==> config.mk <==
export PLATFORM = sky130hd
export DESIGN_NAME = acmp_regif
export DESIGN_NICKNAME = d
export VERILOG_FILES = /design/src/rtl/acmp_regif_pkg.sv /design/src/rtl/acmp_bus_fsm.sv /design/src/rtl/acmp_sync_edge.sv /design/src/rtl/acmp_flag.sv /design/src/rtl/acmp_regif.sv
export SDC_FILE = /design/constraint.sdc
export NUM_CORES = 1
export LEC_CHECK = 0
export ABC_AREA = 1
export BUFFER_PORTS_ARGS = -buffer_cell sky130_fd_sc_hd__buf_4
export CAP_MARGIN = 20
export CORE_ASPECT_RATIO = 1.75
export CORE_MARGIN = 1.5
export CORE_UTILIZATION = 39
export DETAILED_ROUTE_END_ITERATION = 10
export PLACE_DENSITY = 0.8
export SYNTH_ARGS = -nofsm -noshare
export SYNTH_HDL_FRONTEND = slang
export SYNTH_SLANG_ARGS = --single-unit
==> constraint.sdc <==
create_clock -name pclk -period 1.46 [get_ports pclk]
set_clock_uncertainty 0.2 [all_clocks]
set_input_delay 0.292 -clock pclk [delete_from_list [all_inputs] [get_ports pclk]]
set_output_delay 0.292 -clock pclk [all_outputs]
set_load 0.005 [all_outputs]
==> src/rtl/acmp_regif_pkg.sv <==
package acmp_regif_pkg;

    typedef enum logic [1:0] {
        BUS_IDLE   = 2'd0,
        BUS_SETUP  = 2'd1,
        BUS_ACCESS = 2'd2
    } bus_state_e;

    typedef struct packed {
        logic       wake_en;
        logic [1:0] neg_sel;
        logic       hys_en;
        logic       irq_en;
        logic       cmp_en;
    } cmp_cfg_t;

    typedef struct packed {
        logic       src_sel;
        logic       lvl_en;
        logic [3:0] lvl;
    } vref_cfg_t;

    localparam int unsigned WORD_CFG  = 0;
    localparam int unsigned WORD_STAT = 1;
    localparam int unsigned WORD_VREF = 2;

endpackage

==> src/rtl/acmp_bus_fsm.sv <==
module acmp_bus_fsm
    import acmp_regif_pkg::*;
#(
    parameter int ADDR_W = 4
) (
    input  logic              clk,
    input  logic              rst_n,
    input  logic              psel,
    input  logic              penable,
    input  logic              pwrite,
    input  logic [ADDR_W-1:0] paddr,
    output logic              wr_cfg,
    output logic              wr_stat,
    output logic              wr_vref,
    output logic [ADDR_W-3:0] word_idx
);
    localparam int WORD_W = ADDR_W - 2;

    bus_state_e state_q, state_d;
    logic       wr_stb;

    always_ff @(posedge clk or negedge rst_n) begin
        if (!rst_n) state_q <= BUS_IDLE;
        else        state_q <= state_d;
    end

    always_comb begin
        state_d = state_q;
        unique case (state_q)
            BUS_IDLE:   state_d = psel ? BUS_SETUP : BUS_IDLE;
            BUS_SETUP:  begin
                if (!psel)        state_d = BUS_IDLE;
                else if (penable) state_d = BUS_ACCESS;
                else              state_d = BUS_SETUP;
            end
            BUS_ACCESS: begin
                if (psel && !penable) state_d = BUS_SETUP;
                else                  state_d = BUS_IDLE;
            end
            default:    state_d = BUS_IDLE;
        endcase
    end

    always_comb begin
        word_idx = paddr[ADDR_W-1:2];
        wr_stb   = (state_q == BUS_SETUP) && psel && penable && pwrite;
        wr_cfg   = wr_stb && (word_idx == WORD_W'(WORD_CFG));
        wr_stat  = wr_stb && (word_idx == WORD_W'(WORD_STAT));
        wr_vref  = wr_stb && (word_idx == WORD_W'(WORD_VREF));
    end


    wr_in_access_chk: assert property (@(posedge clk) disable iff (!rst_n)
        wr_stb |=> (state_q == BUS_ACCESS));

endmodule

==> src/rtl/acmp_sync_edge.sv <==
module acmp_sync_edge #(
    parameter int STAGES = 2
) (
    input  logic clk,
    input  logic rst_n,
    input  logic en,
    input  logic raw,
    output logic level,
    output logic chg
);
    logic [STAGES-1:0] chain_q;
    logic              prev_q;

    generate
        for (genvar i = 0; i < STAGES; i++) begin : g_stage
            if (i == 0) begin : g_first
                always_ff @(posedge clk or negedge rst_n) begin
                    if (!rst_n)   chain_q[0] <= 1'b0;
                    else if (!en) chain_q[0] <= 1'b0;
                    else          chain_q[0] <= raw;
                end
            end else begin : g_next
                always_ff @(posedge clk or negedge rst_n) begin
                    if (!rst_n)   chain_q[i] <= 1'b0;
                    else if (!en) chain_q[i] <= 1'b0;
                    else          chain_q[i] <= chain_q[i-1];
                end
            end
        end
    endgenerate

    always_ff @(posedge clk or negedge rst_n) begin
        if (!rst_n)   prev_q <= 1'b0;
        else if (!en) prev_q <= 1'b0;
        else          prev_q <= chain_q[STAGES-1];
    end

    assign level = en & chain_q[STAGES-1];
    assign chg   = en & (chain_q[STAGES-1] ^ prev_q);


    quiet_when_off_chk: assert property (@(posedge clk) disable iff (!rst_n)
        (!en && $past(!en)) |-> !chg);


    level_zero_off_chk: assert property (@(posedge clk) disable iff (!rst_n)
        !en |-> !level);

endmodule

==> src/rtl/acmp_flag.sv <==
module acmp_flag (
    input  logic clk,
    input  logic rst_n,
    input  logic set_i,
    input  logic clr_i,
    output logic flag_o
);
    always_ff @(posedge clk or negedge rst_n) begin
        if (!rst_n)      flag_o <= 1'b0;
        else if (set_i)  flag_o <= 1'b1;
        else if (clr_i)  flag_o <= 1'b0;
    end


    clr_no_set_chk: assert property (@(posedge clk) disable iff (!rst_n)
        (clr_i && !set_i) |=> !flag_o);


    set_wins_chk: assert property (@(posedge clk) disable iff (!rst_n)
        set_i |=> flag_o);

endmodule

==> src/rtl/acmp_regif.sv <==
module acmp_regif
    import acmp_regif_pkg::*;
#(
    parameter int ADDR_W    = 4,
    parameter int DATA_W    = 32,
    parameter int SYNC_STG  = 2
) (
    input  logic              pclk,
    input  logic              presetn,
    input  logic              psel,
    input  logic              penable,
    input  logic              pwrite,
    input  logic [ADDR_W-1:0] paddr,
    input  logic [DATA_W-1:0] pwdata,
    output logic [DATA_W-1:0] prdata,
    input  logic              cmp_raw_i,
    output logic              cmp_en_o,
    output logic              hys_en_o,
    output logic [1:0]        neg_sel_o,
    output logic [3:0]        vref_lvl_o,
    output logic              vref_en_o,
    output logic              vref_src_o,
    output logic              irq_o,
    output logic              wake_o
);
    localparam int WORD_W = ADDR_W - 2;
    localparam int TOP_B  = DATA_W - 1;

    cmp_cfg_t          cfg_q;
    vref_cfg_t         vref_q;
    logic              wr_cfg, wr_stat, wr_vref;
    logic [WORD_W-1:0] word_idx;
    logic              sync_lvl, chg_evt, flag;
    logic              unused_bits;

    acmp_bus_fsm #(.ADDR_W(ADDR_W)) u_bus (
        .clk      (pclk),
        .rst_n    (presetn),
        .psel     (psel),
        .penable  (penable),
        .pwrite   (pwrite),
        .paddr    (paddr),
        .wr_cfg   (wr_cfg),
        .wr_stat  (wr_stat),
        .wr_vref  (wr_vref),
        .word_idx (word_idx)
    );

    always_ff @(posedge pclk or negedge presetn) begin
        if (!presetn) begin
            cfg_q  <= '0;
            vref_q <= '0;
        end else begin
            if (wr_cfg) begin
                cfg_q.cmp_en  <= pwdata[0];
                cfg_q.irq_en  <= pwdata[1];
                cfg_q.hys_en  <= pwdata[2];
                cfg_q.neg_sel <= pwdata[5:4];
                cfg_q.wake_en <= pwdata[TOP_B];
            end
            if (wr_vref) begin
                vref_q <= pwdata[5:0];
            end
        end
    end

    acmp_sync_edge #(.STAGES(SYNC_STG)) u_sync (
        .clk   (pclk),
        .rst_n (presetn),
        .en    (cfg_q.cmp_en),
        .raw   (cmp_raw_i),
        .level (sync_lvl),
        .chg   (chg_evt)
    );

    acmp_flag u_flag (
        .clk    (pclk),
        .rst_n  (presetn),
        .set_i  (chg_evt),
        .clr_i  (wr_stat && pwdata[0]),
        .flag_o (flag)
    );

    always_comb begin
        prdata = '0;
        unique case (word_idx)
            WORD_W'(WORD_CFG): begin
                prdata[0]     = cfg_q.cmp_en;
                prdata[1]     = cfg_q.irq_en;
                prdata[2]     = cfg_q.hys_en;
                prdata[5:4]   = cfg_q.neg_sel;
                prdata[TOP_B] = cfg_q.wake_en;
            end
            WORD_W'(WORD_STAT): begin
                prdata[0] = flag;
                prdata[1] = sync_lvl;
            end
            WORD_W'(WORD_VREF): prdata[5:0] = vref_q;
            default:            prdata = '0;
        endcase
    end

    assign cmp_en_o   = cfg_q.cmp_en;
    assign hys_en_o   = cfg_q.hys_en;
    assign neg_sel_o  = cfg_q.neg_sel;
    assign vref_lvl_o = vref_q.lvl;
    assign vref_en_o  = vref_q.lvl_en;
    assign vref_src_o = vref_q.src_sel;
    assign irq_o      = flag & cfg_q.irq_en;
    assign wake_o     = irq_o & cfg_q.wake_en;
    assign unused_bits = ^{pwdata[TOP_B-1:6], pwdata[3], paddr[1:0]};


    flag_rise_chk: assert property (@(posedge pclk) disable iff (!presetn)
        $rose(flag) |-> $past(chg_evt));


    wake_implies_irq_chk: assert property (@(posedge pclk) disable iff (!presetn)
        wake_o |-> irq_o);


    cfg_reserved_zero_chk: assert property (@(posedge pclk) disable iff (!presetn)
        (word_idx == WORD_W'(WORD_CFG)) |-> (prdata[TOP_B-1:6] == '0 && !prdata[3]));


    hole_reads_zero_chk: assert property (@(posedge pclk) disable iff (!presetn)
        (word_idx == WORD_W'(3)) |-> (prdata == '0));

endmodule

Word-level counts from Yosys, hierarchy flattened
Cells that the tools add are included.

cells by class
  eq/ne operators = 4
  multiplexer cells = 15
  bitwise gates (word level) = 5
  reduce and logical (&&, ||, !) cells = 12

operators with widths
  cell                  number
  $pmux W2 S3           2
  $mux W1               9
  $logic_and A1 B1 Y1   8
  $and A1 B1 Y1         4
  $eq A2 B1 Y1 const B  2
  $eq A2 B2 Y1 const B  2
  $logic_not A2 Y1      2
  $mux W2               2
  $pmux W2 S2           1
  $pmux W1 S2           1
  $reduce_bool A2 Y1    1
  $logic_not A1 Y1      1
  $xor A1 B1 Y1         1

storage, ports and cells
  flip-flop bits (word level) = 18
  bits of input ports = 42
  output and inout port bits = 44
  logic and storage cells = 49

Longest topological paths before layout
Gate-level depths: netlist of run 1.

  depth after elaboration = 8
  mapped depth = 6
  gate-level depth less buffers = 6

Modules after synthesis
A second synthesis of run 1 with hierarchy kept.

unflattened totals
  cell total of the unflattened synthesis = 145
  area, all modules = 1091.0 um2

by module, submodules not included
  module          times used  cells an instance  area an instance (um2)  seq. area each (um2)
  acmp_regif      1           103                783.3                   300.3
  acmp_bus_fsm    1           24                 155.1                   50.0
  acmp_sync_edge  1           13                 112.6                   75.1
  acmp_flag       1           5                  40.0                    25.0

Worst setup path before layout of run 1
OpenSTA, ideal clock, no wires.

  path kind = input-to-output
  start = in paddr[3]
  end = out prdata[1]
  data arrival time = 0.723 ns
  required time = 0.968 ns
  slack = 0.245 ns
  cell stages on the path = 4
  path buffers = 1
  cells stage by stage = nor2_2 buf_6 nand2_1 o211ai_1

between the ends
  word-level cells in the longest chain between the ends = 2
  elaborated cells between the ends (all ways) = 4
  classes of those cells = eq/ne: 2; mux: 1; reduce/logical: 1

RTL lines
  element                               line              RTL
  start: declaration                    acmp_regif.sv:13  input logic [ADDR_W-1:0] paddr,
  $eq A2 B2 Y1 (tied with other cells)  acmp_regif.sv:86  unique case (word_idx)
  $pmux W2 S3 *                         acmp_regif.sv:86
  end: declaration                      acmp_regif.sv:15  output logic [DATA_W-1:0] prdata,

Mark *: on every way between the ends. The rest lies on a longest branch, timed or not.

Final worst setup path of run 1
  start = reg cfg_q, in the netlist cmp_en_o
  end = out prdata[0]

between the ends
  word-level cells in the longest chain between the ends = 1

RTL lines
  element             line              RTL
  start: declaration  acmp_regif.sv:29  cmp_cfg_t cfg_q;
  $pmux W2 S3         acmp_regif.sv:86

No other way between the ends.

==> results.txt, run 1 <==
final WL -> 2.420 mm
period utilization -> 106.0%
CTS Buf Count -> 3
drt pass-1 iters -> 4
Area contributors post-synth -> dfrtp_1 41%, buf_4 19%, nand2_1 13%
status -> finished with violations
worst vdd ir -> 467.5 uV
routing usage on met2 -> 27.95%
Initial DRC Count -> 26
Mapped Cells -> 130
final worst setup slack -> -87.30 ps
final setup vio count -> 5
largest area contributor in the netlist -> dfrtp_1
CP Max Fanout -> 4
RD Place Congestion -> 0.8264
Crit path largest cell delay -> 410 ps
worst hold path type -> in -> reg
fraction of layout cells with a size suffix above 1 -> 39.23%
WS Path Type -> reg -> out
CP delay by family, top -> flip-flops
GR Layer Usage met3 -> 0.9901%
R2R depth -> 6
n_diodes -> 0
TritonCTS clock tree -> built
final hold vios -> 0
CTS sink cnt -> 18
failing checks -> setup timing
Yosys top cell area share -> 41.24%
Pleak -> 0.0008466 uW
CTS root buffer -> clkbuf_8
Rows -> 25
crit path buf inv count -> 2
GRT busiest layer -> met2
Synth warnings -> 0
Cells after DPL -> 192
Synth top cells by count -> 37 x nand2_1, 27 x buf_4, 18 x dfrtp_1
Layout area overhead -> 35.28%
DRT antenna net count -> 0
pin count of the biggest net entering global routing -> 19
Die X -> 43.01 um
#FFs+latches synth -> 18
Fillers -> 249
critical path capture point type -> output pin
clock latency at the later pin of the worst-skew pair -> 250 ps
most frequent cell after synthesis -> nand2_1
Worst EP required -> 970 ps
Core Util, Final -> 54.93%
core area -> 2690 sq um
Post-DP HPWL -> 1.708 mm
CTS Buffer Depth -> 2
DR WL/cell -> 11.63 um
grt total ovfl -> 0
Top Ports -> 86
initial antenna violation count -> 0
Setup crit start kind -> flop
Levels on crit path -> 4
Cell Count, Final, Fillers Out -> 208
maximum clock rate -> 646.3 MHz
Slew Viols, Final -> 0
vias in the first global route -> 886
# H-tree levels -> 1
area of the multi-input gates -> 489.2 sq um
via count -> 979
cell repeated most along the worst path -> buf_4
Cell Pwr Density -> 981.8 nW/um^2
Die Y-Extent -> 73.01 um
clock-pin slew on the worst setup and hold paths -> 70 ps
fin nets -> 224
Final Total Pwr -> 1451 uW
hold depth -> 3
DRC -> 0
maxcap violations -> 0
Syn Std Cell Area -> 1092 sq um
Starting Density -> 40.60%
Tot GR Track Use -> 15.85%
vias per cell -> 4.707
first-pass GRT wire length -> 3.808 mm
EDFF count, synth -> 0
Register Area -> 450.4 sq um
die area -> 3140 sq um
Seq/Total Area, Yosys -> 41.24%
Worst EP arrival -> 1060 ps
met1 global-route usage -> 18.37%
Syn Area/Cell -> 8.402 sq um
Port Buffers -> 33
dominant synthesized flop cell -> dfrtp_1
Tmin final -> 1547 ps
Unique masters post-synth -> 22
ys async rst share -> 100.0%
CP Cell Sequence -> buf_4 > nand2_2 > nand3_1 > buf_4
critical path's slowest cell -> dfrtp_1
unrepaired setup endpoints after global routing -> true
logic make-up (layout without fill, tap and decap cells):
| logic type | count (synthesis) | after routing | share of synthesized area (%) |
|---|---|---|---|
| AND/OR/NAND/NOR | 66 | 66 | 29.55 |
| flip-flops | 18 | 18 | 41.24 |
| buffers and inverters | 40 | 67 | 25.20 |
| other | 1 | 25 | 0.3433 |
| AO/OA/AOI/OAI | 5 | 5 | 3.666 |
worst paths after layout:
kind / from / to / slack, ps
worst max-delay path: cmp_en_o$_DFFE_PN0P_ / prdata[0] / -90
worst min-delay path: cmp_raw_i / u_sync.chain_q[0]$_DFF_PN0_ / 30
max in group asynchronous: presetn / u_sync.prev_q$_DFF_PN0_ / 620
worst min register to register: u_sync.chain_q[0]$_DFF_PN0_ / u_sync.chain_q[1]$_DFF_PN0_ / 270
min in group asynchronous: presetn / neg_sel_o[1]$_DFFE_PN0P_ / 240
worst max register to register: u_bus.state_q[1]$_DFF_PN0_ / neg_sel_o[0]$_DFFE_PN0P_ / 80
state kept, by name, indices dropped and copies added, names as in the netlist:
name	count
neg_sel_o	2
hys_en_o	1
cfg_q	2
u_flag.flag_o	1
cmp_en_o	1
u_bus.state_q	2
vref_lvl_o	4
vref_src_o	1
u_sync.prev_q	1
vref_en_o	1
u_sync.chain_q	2
area by class of cell:
cell class / count / area share, %
Multi-Input combinational cell: 96 / 33.11
Sequential cell: 18 / 30.48
Timing Repair Buffer: 54 / 28.11
Clock buffer: 4 / 3.726
Inverter: 9 / 2.286
Tap cell: 27 / 2.286
metal layers:
layer / part of all wire [%] / wire [um] / vias up
met2: 53 / 1282 / 51
met4: 3.2 / 77 / 0
li1: - / - / 473
met1: 38 / 918 / 448
met3: 5.9 / 142 / 7
met5: 0 / 0 / -
worst register-to-register path, cell delays in order (launching register included):
cell and delay, ps:
dfrtp_1 370, inv_1 80, nand2_2 60, nor2_4 260
nand3_4 150, nand2_1 90, nand2_1 50
power breakdown:
group / internal (uW) / leakage [uW] / switching [uW]
logic: 234 / 0.000583 / 189
clock network: 240 / 0.0000288 / 164
registers: 572 / 0.000235 / 52.9
cell usage in the layout (no fill, tap or decap):
master / synthesis / layout
a22o_1: 2 / 2
dlygate4sd3_1: 0 / 1
nand4_1: 12 / 12
conb_1: 1 / 25
nor2_1: 4 / 4
dfrtp_1: 18 / 18
a22o_2: 1 / 1
nor3b_2: 0 / 1
nand2_2: 1 / 4
nand3_1: 4 / 4
nor2_4: 2 / 2
nor3_2: 0 / 1
inv_1: 8 / 8
a21oi_1: 1 / 1
clkbuf_8: 0 / 4
buf_6: 3 / 2
buf_4: 27 / 51
nand3_4: 0 / 2
nor2_2: 1 / 1
o211ai_1: 1 / 1
inv_2: 1 / 1
or2_2: 1 / 1
nand2_1: 37 / 34
per-stage QoR:
step                      setup WS (ps)  hold slack, ps  cell area, sq um  setup TNS, ps
after global routing             -150.2           81.47              1478         -426.8
after CTS                        -91.28           41.05              1409         -212.6
after detailed placement          16.43          -31.03              1290              0
after global placement            24.69          -28.35              1290              0
after floorplan                   244.7          -203.6              1182              0
final                            -87.30           32.48              1478         -222.1
repair_timing:
action,4_1_cts,5_1_grt
setup endpoints to repair,4,21
hold endpoints to repair,18,0
pin swaps,5,5
hold buffers,1,0
buffers inserted,6,5
gates resized for setup,3,6
(Power assumes the default switching activity.)
==> run 2: changes to the inputs <==
CORE_UTILIZATION = 42   (was 39)
PLACE_DENSITY = 0.85   (was 0.8)
clock period = 1.8 ns   (was 1.46 ns; I/O delays follow)
==> run 2 against run 1 <==
The flow now finishes without violations. Wire length fell by 11%. Critical path depth fell by 1. First-iteration DRC count is 38% lower. Final cell count down 8.2%. Largest cell class unchanged. Critical endpoint is now prdata[1].
==> results.txt, run 2 (same netlist as run 1, synthesis figures left out) <==
die area -> 2928 sq um
CTS sink cnt -> 18
max FFs per register -> 4
setup bufs post-CTS -> 0
R2R depth -> 6
RD Place Congestion -> 0.7851
status -> finished clean
WS Path Type -> reg -> out
Initial DRC Count -> 16
critical path capture point type -> output pin
placed cell areas -> 1251 sq um
maxcap violations -> 0
Die X -> 41.55 um
period utilization -> 90.57%
Worst EP required -> 1240 ps
TNS Setup -> 0 ps
fraction of layout cells with a size suffix above 1 -> 30.30%
clock-pin slew on the worst setup and hold paths -> 60 ps
first-pass GRT wire length -> 3.712 mm
Post-DP HPWL -> 1.664 mm
Tmin final -> 1630 ps
final hold slack -> 98.89 ps
CP delay by family, top -> flip-flops
grt total ovfl -> 0
hold depth -> 3
pin count of the biggest net entering global routing -> 19
# H-tree levels -> 1
worst hold path type -> in -> reg
TritonCTS clock tree -> built
Slew Viols, Final -> 0
core area -> 2492 sq um
DR WL/cell -> 11.31 um
Cell Pwr Density -> 837.3 nW/um^2
sequential share of power -> 46.3%
Clock Power Share -> 29.4%
Crit path largest cell delay -> 400 ps
most frequent cells in the layout -> 37 x nand2_1, 37 x buf_4, 25 x conb_1
Setup crit start kind -> flop
Worst EP arrival -> 1070 ps
vias per cell -> 4.796
Die Y-Extent -> 70.47 um
RR Endpoint -> vref_src_o$_DFFE_PN0P_
CTS root buffer -> clkbuf_8
final hold vios -> 0
drt pass-1 iters -> 5
worst vdd ir -> 392.6 uV
Hold Crit Start -> cmp_raw_i
DRT antenna net count -> 0
Pleak -> 0.0007581 uW
fin nets -> 208
final setup vio count -> 0
Worst Hold End -> u_sync.chain_q[0]$_DFF_PN0_
maximum clock rate -> 613.4 MHz
vias in the first global route -> 872
via count -> 916
Port Buffers -> 33
Tot GR Track Use -> 16.19%
Psw -> 302.5 uW
CP Max Fanout -> 4
Rows -> 24
clock latency at the later pin of the worst-skew pair -> 250 ps
Fillers -> 250
CP Cell Sequence -> nand2_1 > o211ai_1 > buf_4
final WL -> 2.161 mm
n_diodes -> 0
FF-to-FF setup slack -> 420 ps
initial antenna violation count -> 0
crit path buf inv count -> 1
Combinational Power Share -> 24.3%
unrepaired setup endpoints after global routing -> false
cell-internal power -> 799.5 uW
critical path's slowest cell -> dfrtp_1
CTS Buffer Depth -> 2
DRC -> 0
Layout area overhead -> 20.50%
Reg-to-Reg Start -> u_bus.state_q[1]$_DFF_PN0_
CTS Buf Count -> 3
Top Ports -> 86
Finished Cell Area -> 1316 sq um
switching share of power -> 27.45%
Starting Density -> 43.83%
## run 2: power by group through the flow
stage               clock, uW  sequential [uW]  combinational [uW]
global route              342              521                 301
floorplan                   0              512                 163
detailed placement          0              517                 268
finish                    324              511                 268
CTS                       329              511                 271
global placement            0              517                 262
## run 2: how the worst max path moves through the flow
stage / start / endpoint / cells after the start
2_1_floorplan: paddr[3] / prdata[1] / 4
3_3_place_gp: paddr[2] / prdata[1] / 5
3_5_place_dp: paddr[2] / prdata[1] / 5
4_1_cts: cmp_en_o$_DFFE_PN0P_ / prdata[1] / 3
5_1_grt: cmp_en_o$_DFFE_PN0P_ / prdata[1] / 3
6_report: cmp_en_o$_DFFE_PN0P_ / prdata[1] / 3
## run 2: area by class of cell
class	instances	area, sq um	share of cell area, %
flip-flops and latches	18	450.4	34.22
multi-input cells	96	456.7	34.70
clock buffers	4	55.05	4.183
repair buffers	38	287.8	21.86
well taps	26	32.53	2.471
inverters	9	33.78	2.567
## run 2: through the flow
step	total power [uW]	util, %	setup slack, ps	instances
6_report	1102	52.81	169.7	191
5_1_grt	1164	52.81	85.85	191
4_1_cts	1111	52.81	155.1	191
3_5_place_dp	785.7	50.20	161.5	186
3_3_place_gp	778.5	50.20	187.5	186
2_1_floorplan	675.6	-	448.7	154
## run 2: worst min-delay path, delay by kind of cell
| family | cells | cell delay (ps) |
|---|---|---|
| and+or+nand+nor | 1 | 40 |
| buffers and inverters | 2 | 110 |
## run 2: repair_timing
action | in CTS | in global routing
endpoints found under the hold margin | 18 | 0
hold buffers | 1 | 0
resized for setup | 0 | 0
## run 2: routing by layer
metal	vias up	GRT usage [%]	wire length (um)
met2	44	28.13	1163
met3	4	3.101	149
li1	439	-	-
met5	-	0	0
met1	429	17.55	801
met4	0	9.677	46
